`src/rtl/adc_seq_pkg.sv`:
```
package adc_seq_pkg;
  typedef enum logic [1:0] {ST_IDLE, ST_DELAY, ST_CONV} seq_st_e;

  localparam logic [1:0] CS_RC     = 2'b11;
  localparam logic [3:0] TRIG_MODE = 4'b1011;

  localparam int C0_EN  = 0;
  localparam int C0_GO  = 2;
  localparam int C0_CHL = 3;
  localparam int C0_CSL = 6;
  localparam int C1_FMT = 7;
endpackage

```
`src/rtl/adc_conv_clk.sv`:
```
module adc_conv_clk #(
  parameter int DIV_BASE = 2
) (
  input  logic       clk,
  input  logic       rst_n,
  input  logic       run,
  input  logic [1:0] cs,
  input  logic       rc_tick,
  output logic       tick
);
  import adc_seq_pkg::*;

  localparam int DIV_MAX = DIV_BASE * 16;
  localparam int CNT_W   = (DIV_MAX > 2) ? $clog2(DIV_MAX) : 1;

  logic [CNT_W-1:0] cnt_q;
  logic [CNT_W-1:0] div_m1;
  logic             div_hit;

  always_comb begin
    case (cs)
      2'b00:   div_m1 = CNT_W'(DIV_BASE - 1);
      2'b01:   div_m1 = CNT_W'(DIV_BASE * 4 - 1);
      default: div_m1 = CNT_W'(DIV_MAX - 1);
    endcase
  end

  assign div_hit = (cnt_q == div_m1);
  assign tick    = run & ((cs == CS_RC) ? rc_tick : div_hit);

  always_ff @(posedge clk or negedge rst_n) begin
    if (!rst_n)                     cnt_q <= '0;
    else if (!run || cs == CS_RC)   cnt_q <= '0;
    else if (div_hit)               cnt_q <= '0;
    else                            cnt_q <= cnt_q + 1'b1;
  end

  generate
    if (DIV_BASE > 1) begin : g_gap
      AST_TICK_GAP: assert property (@(posedge clk) disable iff (!rst_n)
        (tick && cs != CS_RC) |=> !tick) else $error("tick gap");
    end
  endgenerate
endmodule

```
`src/rtl/adc_sar_core.sv`:
```
module adc_sar_core #(
  parameter int RES_W = 10
) (
  input  logic             clk,
  input  logic             rst_n,
  input  logic             run,
  input  logic             tick,
  input  logic             cmp_in,
  output logic [RES_W-1:0] dac_code,
  output logic [RES_W-1:0] sar_val,
  output logic             done
);
  localparam int STEP_W = $clog2(RES_W + 1);

  logic [STEP_W-1:0] step_q;
  logic [RES_W-1:0]  sar_q;
  logic [RES_W-1:0]  trial;

  genvar gi;
  generate
    for (gi = 0; gi < RES_W; gi++) begin : g_bit
      assign trial[gi] = (step_q == STEP_W'(RES_W - 1 - gi));
      always_ff @(posedge clk or negedge rst_n) begin
        if (!rst_n)                 sar_q[gi] <= 1'b0;
        else if (!run)              sar_q[gi] <= 1'b0;
        else if (tick && trial[gi]) sar_q[gi] <= cmp_in;
      end
    end
  endgenerate

  always_ff @(posedge clk or negedge rst_n) begin
    if (!rst_n)                                   step_q <= '0;
    else if (!run)                                step_q <= '0;
    else if (tick && step_q != STEP_W'(RES_W))    step_q <= step_q + 1'b1;
  end

  assign dac_code = sar_q | trial;
  assign sar_val  = sar_q;
  assign done     = run & tick & (step_q == STEP_W'(RES_W));

  AST_STEP_BOUND: assert property (@(posedge clk) disable iff (!rst_n)
    step_q <= STEP_W'(RES_W)) else $error("step range");
  AST_IDLE_CLEAR: assert property (@(posedge clk) disable iff (!rst_n)
    !run |=> (sar_q == '0)) else $error("sar not cleared");
endmodule

```
`src/rtl/adc_seq_ctrl.sv`:
```
module adc_seq_ctrl #(
  parameter int RES_W      = 10,
  parameter int OUT_W      = 16,
  parameter int DIV_BASE   = 2,
  parameter int INSTR_CLKS = 4
) (
  input  logic             clk,
  input  logic             rst_n,
  input  logic             wr_en,
  input  logic             wr_addr,
  input  logic [7:0]       wr_data,
  output logic [7:0]       ctl0_rd,
  output logic [7:0]       ctl1_rd,
  output logic [OUT_W-1:0] result,
  output logic [2:0]       chan_sel,
  output logic [3:0]       pin_cfg,
  output logic [RES_W-1:0] dac_code,
  input  logic             cmp_in,
  input  logic             rc_tick,
  input  logic             sleep_in,
  input  logic             int_en,
  input  logic             flag_clr,
  output logic             adc_flag,
  output logic             wake_req,
  output logic             conv_active,
  input  logic [3:0]       trig_mode,
  input  logic             trig_in,
  output logic             tmr_clr_req
);
  import adc_seq_pkg::*;

  localparam int DLY_W = (INSTR_CLKS > 1) ? $clog2(INSTR_CLKS) : 1;

  seq_st_e          st_q;
  logic [DLY_W-1:0] dly_q;
  logic [1:0]       cs_q;
  logic [2:0]       ch_q;
  logic             en_q, go_q, fmt_q, pdn_q;
  logic [3:0]       pcfg_q;
  logic             flag_q, wake_q, tmr_q;
  logic [OUT_W-1:0] res_q;

  logic wr0, wr1, trig_hit, sleep_kill, sw_start, hw_start, start, abort;
  logic [1:0] cs_eff;
  logic run, tick, done;
  logic [RES_W-1:0] sar_val;
  logic [OUT_W-1:0] res_right, res_left;

  assign wr0        = wr_en & ~wr_addr;
  assign wr1        = wr_en &  wr_addr;
  assign cs_eff     = wr0 ? wr_data[C0_CSL +: 2] : cs_q;
  assign trig_hit   = trig_in & (trig_mode == TRIG_MODE);
  assign sleep_kill = sleep_in & en_q & (cs_q != CS_RC);
  assign sw_start   = wr0 & wr_data[C0_GO] & wr_data[C0_EN];
  assign hw_start   = trig_hit & en_q & ~(wr0 & ~wr_data[C0_EN]);
  assign start      = (sw_start | hw_start) & ~go_q &
                      ~(sleep_in & (cs_eff != CS_RC));
  assign abort      = go_q & wr0 & (~wr_data[C0_GO] | ~wr_data[C0_EN]);
  assign run        = (st_q == ST_CONV);

  adc_conv_clk #(.DIV_BASE(DIV_BASE)) u_clk (
    .clk(clk), .rst_n(rst_n), .run(run), .cs(cs_q),
    .rc_tick(rc_tick), .tick(tick)
  );

  adc_sar_core #(.RES_W(RES_W)) u_sar (
    .clk(clk), .rst_n(rst_n), .run(run), .tick(tick), .cmp_in(cmp_in),
    .dac_code(dac_code), .sar_val(sar_val), .done(done)
  );

  generate
    if (OUT_W > RES_W) begin : g_pad
      assign res_right = {{(OUT_W-RES_W){1'b0}}, sar_val};
      assign res_left  = {sar_val, {(OUT_W-RES_W){1'b0}}};
    end else begin : g_nopad
      assign res_right = OUT_W'(sar_val);
      assign res_left  = OUT_W'(sar_val);
    end
  endgenerate

  // Control register fields
  always_ff @(posedge clk or negedge rst_n) begin
    if (!rst_n) begin
      cs_q <= '0; ch_q <= '0; en_q <= 1'b0; fmt_q <= 1'b0; pcfg_q <= '0;
    end else begin
      if (wr0) begin
        cs_q <= wr_data[C0_CSL +: 2];
        ch_q <= wr_data[C0_CHL +: 3];
        en_q <= wr_data[C0_EN];
      end
      if (wr1) begin
        fmt_q  <= wr_data[C1_FMT];
        pcfg_q <= wr_data[3:0];
      end
    end
  end

  // Sequencing: sleep kill beats software abort beats completion beats start
  always_ff @(posedge clk or negedge rst_n) begin
    if (!rst_n) begin
      st_q <= ST_IDLE; go_q <= 1'b0; dly_q <= '0;
    end else if (sleep_kill || abort || done) begin
      st_q <= ST_IDLE; go_q <= 1'b0;
    end else if (start) begin
      go_q  <= 1'b1;
      dly_q <= '0;
      st_q  <= (cs_eff == CS_RC) ? ST_DELAY : ST_CONV;
    end else if (st_q == ST_DELAY) begin
      if (dly_q == DLY_W'(INSTR_CLKS - 1)) st_q <= ST_CONV;
      else                                 dly_q <= dly_q + 1'b1;
    end
  end

  // Power-down, flag, wake and timer request
  always_ff @(posedge clk or negedge rst_n) begin
    if (!rst_n) begin
      pdn_q <= 1'b0; flag_q <= 1'b0; wake_q <= 1'b0; tmr_q <= 1'b0;
    end else begin
      if (!sleep_in)                              pdn_q <= 1'b0;
      else if (sleep_kill || (done && !int_en))   pdn_q <= 1'b1;
      if (done)          flag_q <= 1'b1;
      else if (flag_clr) flag_q <= 1'b0;
      wake_q <= done & sleep_in & int_en;
      tmr_q  <= trig_hit;
    end
  end

  // Result holds its contents across reset
  always_ff @(posedge clk) begin
    if (done) res_q <= fmt_q ? res_right : res_left;
  end

  assign ctl0_rd     = {cs_q, ch_q, go_q, 1'b0, en_q};
  assign ctl1_rd     = {fmt_q, 3'b000, pcfg_q};
  assign result      = res_q;
  assign chan_sel    = ch_q;
  assign pin_cfg     = pcfg_q;
  assign adc_flag    = flag_q;
  assign wake_req    = wake_q;
  assign conv_active = en_q & ~pdn_q;
  assign tmr_clr_req = tmr_q;

  AST_GO_NEEDS_EN: assert property (@(posedge clk) disable iff (!rst_n)
    go_q |-> en_q) else $error("go without enable");
  AST_DONE_FLAGS: assert property (@(posedge clk) disable iff (!rst_n)
    done |=> (adc_flag && !go_q)) else $error("done handling");
  AST_SLEEP_KILL: assert property (@(posedge clk) disable iff (!rst_n)
    sleep_kill |=> (!go_q && !conv_active)) else $error("sleep kill");
  AST_WAKE_ONE: assert property (@(posedge clk) disable iff (!rst_n)
    wake_req |=> !wake_req) else $error("wake width");
  AST_TRIG_TMR: assert property (@(posedge clk) disable iff (!rst_n)
    trig_hit |=> tmr_clr_req) else $error("timer request");
  AST_TRIG_MASK: assert property (@(posedge clk) disable iff (!rst_n)
    (trig_in && trig_mode != TRIG_MODE) |=> !tmr_clr_req) else $error("trig mode");
endmodule

```
`config.mk`:
```
export PLATFORM = sky130hd
export DESIGN_NAME = adc_seq_ctrl
export DESIGN_NICKNAME = d
export VERILOG_FILES = /design/src/rtl/adc_seq_pkg.sv /design/src/rtl/adc_conv_clk.sv /design/src/rtl/adc_sar_core.sv /design/src/rtl/adc_seq_ctrl.sv
export SDC_FILE = /design/constraint.sdc
export NUM_CORES = 1
export LEC_CHECK = 0
export BUFFER_PORTS_ARGS = -buffer_cell sky130_fd_sc_hd__buf_4
export CORE_MARGIN = 2
export CORE_UTILIZATION = 55
export CTS_CLUSTER_DIAMETER = 50
export DETAILED_ROUTE_END_ITERATION = 10
export GPL_TIMING_DRIVEN = 0
export PLACE_DENSITY = 0.83
export SLEW_MARGIN = 20
export SYNTH_ARGS = -nofsm -noshare
export SYNTH_HDL_FRONTEND = slang
export SYNTH_HIERARCHICAL = 1
export SYNTH_SLANG_ARGS = --single-unit
```
`constraint.sdc`:
```
create_clock -name clk -period 9.1 [get_ports clk]
set_input_delay 1.82 -clock clk [delete_from_list [all_inputs] [get_ports clk]]
set_output_delay 1.82 -clock clk [all_outputs]
set_load 0.02 [all_outputs]
```
## Yosys cells after proc, flatten, opt, wreduce, memory -nomap -nowiden

Index checks and enable logic that the tools add are counted.

- Bits in registers: 55
- Bits of input ports: 22
- Output and inout bits: 53
- Word-level logic and storage cells: 165

- Add/sub/neg operators: 3
- Eq/ne operators: 34
- Multiplexer cells: 42
- Bitwise logic cells: 32
- Reductions and logical operators: 27

Operators by type and width:

| operator | number |
|---|---|
| $mux 1 | 27 |
| $ne 2x1->1 const B | 12 |
| $and 1x1->1 | 21 |
| $mux 2 | 9 |
| $eq 4x3->1 const B | 4 |
| $eq 4x4->1 const B | 4 |
| $logic_and 1x1->1 | 12 |
| $mux 10 | 1 |
| $mux 5 | 2 |
| $or 10x10->10 | 1 |
| $pmux 5 s2 | 1 |
| $eq 2x2->1 const B | 4 |
| $eq 4x2->1 const B | 2 |
| $mux 4 | 2 |
| $not 1->1 | 8 |
| $ne 2x2->1 const B | 3 |
| $reduce_bool 2->1 | 3 |
| $reduce_bool 3->1 | 2 |
| $add 5x1->5 const B | 1 |
| $eq 5x5->1 | 1 |
| $add 4x1->4 const B | 1 |
| $eq 2x1->1 const B | 2 |
| $eq 4x1->1 const B | 1 |
| $logic_not 4->1 | 1 |
| 8 further kinds | 13 |

## Longest topological paths before layout

- Depth in word-level cells: 11
- Depth in mapped cells: 10
- Gate-level depth less buffers: 9

## Cells and area by module

The synthesis kept the hierarchy.

Modules (own cells, without submodules):

| module | instances | cells each | area each (um^2) | seq. area each (um^2) |
|---|---|---|---|---|
| adc_seq_ctrl | 1 | 137 | 1,645.3 | 980.9 |
| adc_sar_core | 1 | 84 | 828.3 | 350.3 |
| adc_conv_clk | 1 | 27 | 274.0 | 125.1 |

## Worst setup path after synthesis

No wires, ideal clock.

- Path type: input-to-reg
- From: input rc_tick
- To: register dly_q[0]
- Setup time: 0.125 ns
- Arrival: 3.351 ns
- Data required time: 8.975 ns
- Setup slack: 5.624 ns
- Stages on the path: 9
- Path buffers: 1
- Cells stage by stage: nand2_1 nor2_1 a31o_1 buf_4 and4_1 a31oi_1 nand2_1 o21bai_1 mux2_4

- Longest elaborated chain between the ends: 7

RTL lines:

| what | line | source |
|---|---|---|
| start: declaration | adc_seq_ctrl.sv:19 | `input logic rc_tick,` |
| $mux 1 | adc_conv_clk.sv:29 | `assign tick = run & ((cs == CS_RC) ? rc_tick : div_hit);` |
| $and 1x1->1 | adc_conv_clk.sv:29 |  |
| net tick | adc_seq_ctrl.sv:45 | `logic run, tick, done;` |
| $and 1x1->1 (2 in a row) | adc_sar_core.sv:39 | `assign done = run & tick & (step_q == STEP_W'(RES_W));` |
| net done | adc_seq_ctrl.sv:45 |  |
| $logic_or 1x1->1 | adc_seq_ctrl.sv:102 | `end else if (sleep_kill \|\| abort \|\| done) begin` |
| $not 1->1 (no line) | - |  |
| $reduce_and 3->1 (no line) | - |  |
| end signal: assignment | adc_seq_ctrl.sv:110 | `else dly_q <= dly_q + 1'b1;` |
| end: declaration | adc_seq_ctrl.sv:35 | `logic [DLY_W-1:0] dly_q;` |

The timed path passes the listed nets, and every way through them passes these cells.
A chain may end at the register's enable or synchronous reset.

## Worst setup path after layout

Same ends and word-level chain as after synthesis.

==> flow_metrics.env <==
export IMPL_ctsResizeCount=0
export IMPL_hold_buffers=0
export IMPL_stdcell_area_um2=3470
export IMPL_placed_cell_area_um2=3370
export IMPL_die_area_um2=5580
export IMPL_grt_first_pass_wirelength_um=9020
export IMPL_ios=75
export IMPL_finalNetCount=357
export IMPL_portBuffers=70
export IMPL_grt_use_total=0.212
export IMPL_post_cts_buffers=0
export IMPL_outcome="finished, final reports clean"
export IMPL_synth_distinct_cells=47
export IMPL_route_vias_total=2050
export IMPL_worst_pin_slew_ns=0.861
export IMPL_place_congestion=0.826
export IMPL_synth_seq_area_share=0.530
export IMPL_r2r_start="cs_q[1]"
export IMPL_synth_async_sr_flop_share=0.709
export IMPL_path_class="input port to flip-flop"
export IMPL_dieHeight_um=74.7
export IMPL_cp_depth=10
export IMPL_antenna_found_initial=0
export IMPL_power_frac_clock=0.284
export IMPL_p_per_area_nw_per_um2=159
export IMPL_power_mw=0.553
export IMPL_clockBufferDepth=2
export IMPL_worstReg2RegEnd="dly_q[0]"
export IMPL_wl_um=5450
export IMPL_setup_tns_final_ns=0
export IMPL_fillers=335
export IMPL_rr_worst_depth=9
export IMPL_grt_pass1_vias=2052
export IMPL_setup_viol=0
export IMPL_diodes=0
export IMPL_synth_edf_count=16
export IMPL_ff2ff_setup_slack_ns=5.72
export IMPL_finalHoldViolations=0
export IMPL_start_kind="input port"
export IMPL_seqPwrFrac=0.509
export IMPL_hpwlAfterDp_um=3990
export IMPL_synthesis_area_um2=2750
export IMPL_cpPeakStageDelay_ns=0.78
export IMPL_clk_pin_slew_worst_paths_ns=0.09
export IMPL_drt_first_iter_violations=87
export IMPL_crit_path_end_kind="flip-flop"
export IMPL_hp_start="adc_flag"
export IMPL_hold_class="flip-flop to flip-flop"
export IMPL_clock_skew_ns=0.00569
export IMPL_htreeDepth=2
export IMPL_synth_warnings=6
export IMPL_fmax_mhz=283
export IMPL_rsz0062_at_grt="no"
export IMPL_synthFlopType="dfrtp_1"
export IMPL_core_um2=4790
export IMPL_cts_made_buffers=5
export IMPL_cap_violations=0
export IMPL_vias_per_cell=5.18
export IMPL_power_frac_comb=0.208
export IMPL_slew_headroom=0.426
export IMPL_hold_depth=1
export IMPL_vdd_drop_max_uv=117
export IMPL_crit_fanout=20
export IMPL_drcViolationCount=0
export IMPL_crit_chain="buf_4, nand2_1, nor2_1, a31o_1, buf_4, and4_1, a31oi_1, nand2_1, nor3b_1, mux2_4"
export IMPL_cp_num_buf_inv=2
export IMPL_area_growth_syn_to_layout_pct=26.5
export IMPL_holdWs_ns=0.485
export IMPL_syn_area_per_cell_um2=11.1
export IMPL_dr_pass1_iters=4
export IMPL_worst_path_max_delay_cell="and4_1"
export IMPL_final_max_slew_viol_count=0
export IMPL_swShare=0.269
export IMPL_worstPathArrival_ns=3.73
export IMPL_postLayoutCoreUtil=0.726
export IMPL_post_route_cells_drive_above_1_share=0.340
export IMPL_p_switching_mw=0.149
export IMPL_avgRoutedWirePerCell_um=13.8
export IMPL_start_util=0.574
export IMPL_ys_seq_elements=55
export IMPL_clock_sinks=55
export IMPL_die_w_um=74.7
export IMPL_min_delay_worst_endpoint="adc_flag"
export IMPL_grt_max_degree=40
export IMPL_power_leakage_nw=1.75
export IMPL_cts_tree="built"
export IMPL_power_internal_mw=0.404
export IMPL_timing_final_crit_share=0.388
export IMPL_clockRootBuffer="clkbuf_8"
export IMPL_critical_path_top_delay_family="simple AND/OR/NAND/NOR gates"
export IMPL_drtAntennaViolNets=0
export IMPL_clk_insertion_delay_late_ns=0.31
export IMPL_synth_cells=248
export IMPL_period_minus_slack_ns=3.53
export IMPL_overflow=0
export IMPL_crit_required_ns=9.30
export IMPL_core_rowCount=25
-- state kept, by name, summed over array words and instances, names as in the netlist --
register       cells
result            16
u_sar/sar_val     10
u_clk/cnt_q        5
pin_cfg            4
u_sar/step_q       4
chan_sel           3
cs_q               2
dly_q              2
st_q               2
adc_flag           1
en_q               1
fmt_q              1
go_q               1
pdn_q              1
tmr_clr_req        1
wake_req           1
-- power groups by stage --
stage	sequential, mW	combinational, mW	clock [mW]
4_1_cts	0.282	0.115	0.161
3_3_place_gp	0.285	0.112	0
5_1_grt	0.284	0.125	0.167
3_5_place_dp	0.286	0.115	0
2_1_floorplan	0.290	0.0660	0
6_report	0.281	0.115	0.157
-- per-stage QoR --
| stage | setup WS [ns] | cells |
|---|---|---|
| final | 5.57 | 396 |
| after global routing | 5.40 | 396 |
| after CTS | 5.55 | 396 |
| after detailed placement | 5.21 | 388 |
| after global placement | 5.28 | 388 |
| after floorplan | 5.62 | 251 |
-- worst max-delay path by stage --
stage | from | slack (ns) | end
global route | rc_tick | 5.40 | dly_q[0]
finish | rc_tick | 5.57 | dly_q[0]
floorplan | rc_tick | 5.62 | dly_q[0]
CTS | rc_tick | 5.55 | dly_q[0]
global placement | rc_tick | 5.28 | dly_q[0]
detailed placement | rc_tick | 5.21 | dly_q[0]
-- layout by cell type (no fill, tap or decap), drive strengths merged, types with 2 or more instances in the layout --
| cell type | synthesis | routed |
|---|---|---|
| a21boi | 2 | 2 |
| a21o | 11 | 11 |
| a21oi | 3 | 3 |
| a221oi | 3 | 3 |
| and2 | 7 | 7 |
| and3b | 2 | 2 |
| buf | 17 | 87 |
| clkbuf | 3 | 10 |
| conb | 1 | 4 |
| dfrtp | 39 | 39 |
| edfxtp | 16 | 16 |
| ha | 7 | 7 |
| inv | 9 | 9 |
| mux2 | 11 | 11 |
| mux2i | 12 | 12 |
| nand2 | 49 | 49 |
| nand3 | 10 | 10 |
| nand4 | 2 | 2 |
| nor2 | 6 | 6 |
| nor2b | 12 | 12 |
| nor3 | 3 | 3 |
| nor3b | 3 | 3 |
| xnor2 | 2 | 2 |
| xor2 | 2 | 2 |
-- cell usage after synthesis (3+ instances only) --
cell type | n | area, um^2
ha_1 | 7 | 87.6
edfxtp_1 | 16 | 480
a21o_2 | 3 | 26.3
nand3_1 | 10 | 50.1
nor2_1 | 6 | 22.5
nor2b_1 | 12 | 75.1
mux2_2 | 9 | 101
inv_1 | 9 | 33.8
mux2i_1 | 12 | 120
clkbuf_1 | 3 | 11.3
and2_1 | 7 | 43.8
a21o_1 | 8 | 60.1
nor3b_1 | 3 | 22.5
a21oi_1 | 3 | 15.0
nor3_1 | 3 | 15.0
dfrtp_1 | 39 | 976
nand2_1 | 49 | 184
buf_4 | 15 | 113
-- logic make-up (layout without fill, tap and decap cells) --
kind of cell    count (synthesis)  after routing  synth area share
simple gates                  100            100             0.179
fa+ha+maj                       7              7            0.0319
compound gates                 29             29            0.0906
buf+inv                        29            107            0.0633
mux                            23             23            0.0915
xor+xnor                        4              4            0.0128
flops                          55             55             0.530
other cells                     1              4           0.00136
-- metal layers --
| metal | GRT usage | vias to the layer above | share of wire |
|---|---|---|---|
| li1 | - | 991 | - |
| met1 | 0.265 | 983 | 0.43 |
| met2 | 0.364 | 70 | 0.50 |
| met3 | 0.0589 | 6 | 0.064 |
| met4 | 0.0635 | 0 | 0.0094 |
| met5 | 0 | - | 0 |
-- cell type report --
| cell class | count | area, um^2 | area share |
|---|---|---|---|
| flip-flops and latches | 55 | 1460 | 0.419 |
| multi-input cells | 167 | 1130 | 0.325 |
| repair buffers | 70 | 526 | 0.151 |
| plain buffers | 20 | 140 | 0.0403 |
| well taps | 67 | 83.8 | 0.0241 |
| clock buffers | 7 | 76.3 | 0.0220 |
| inverters | 9 | 33.8 | 0.00972 |
| clock inverters | 1 | 30.0 | 0.00864 |
(Power assumes the default switching activity.)
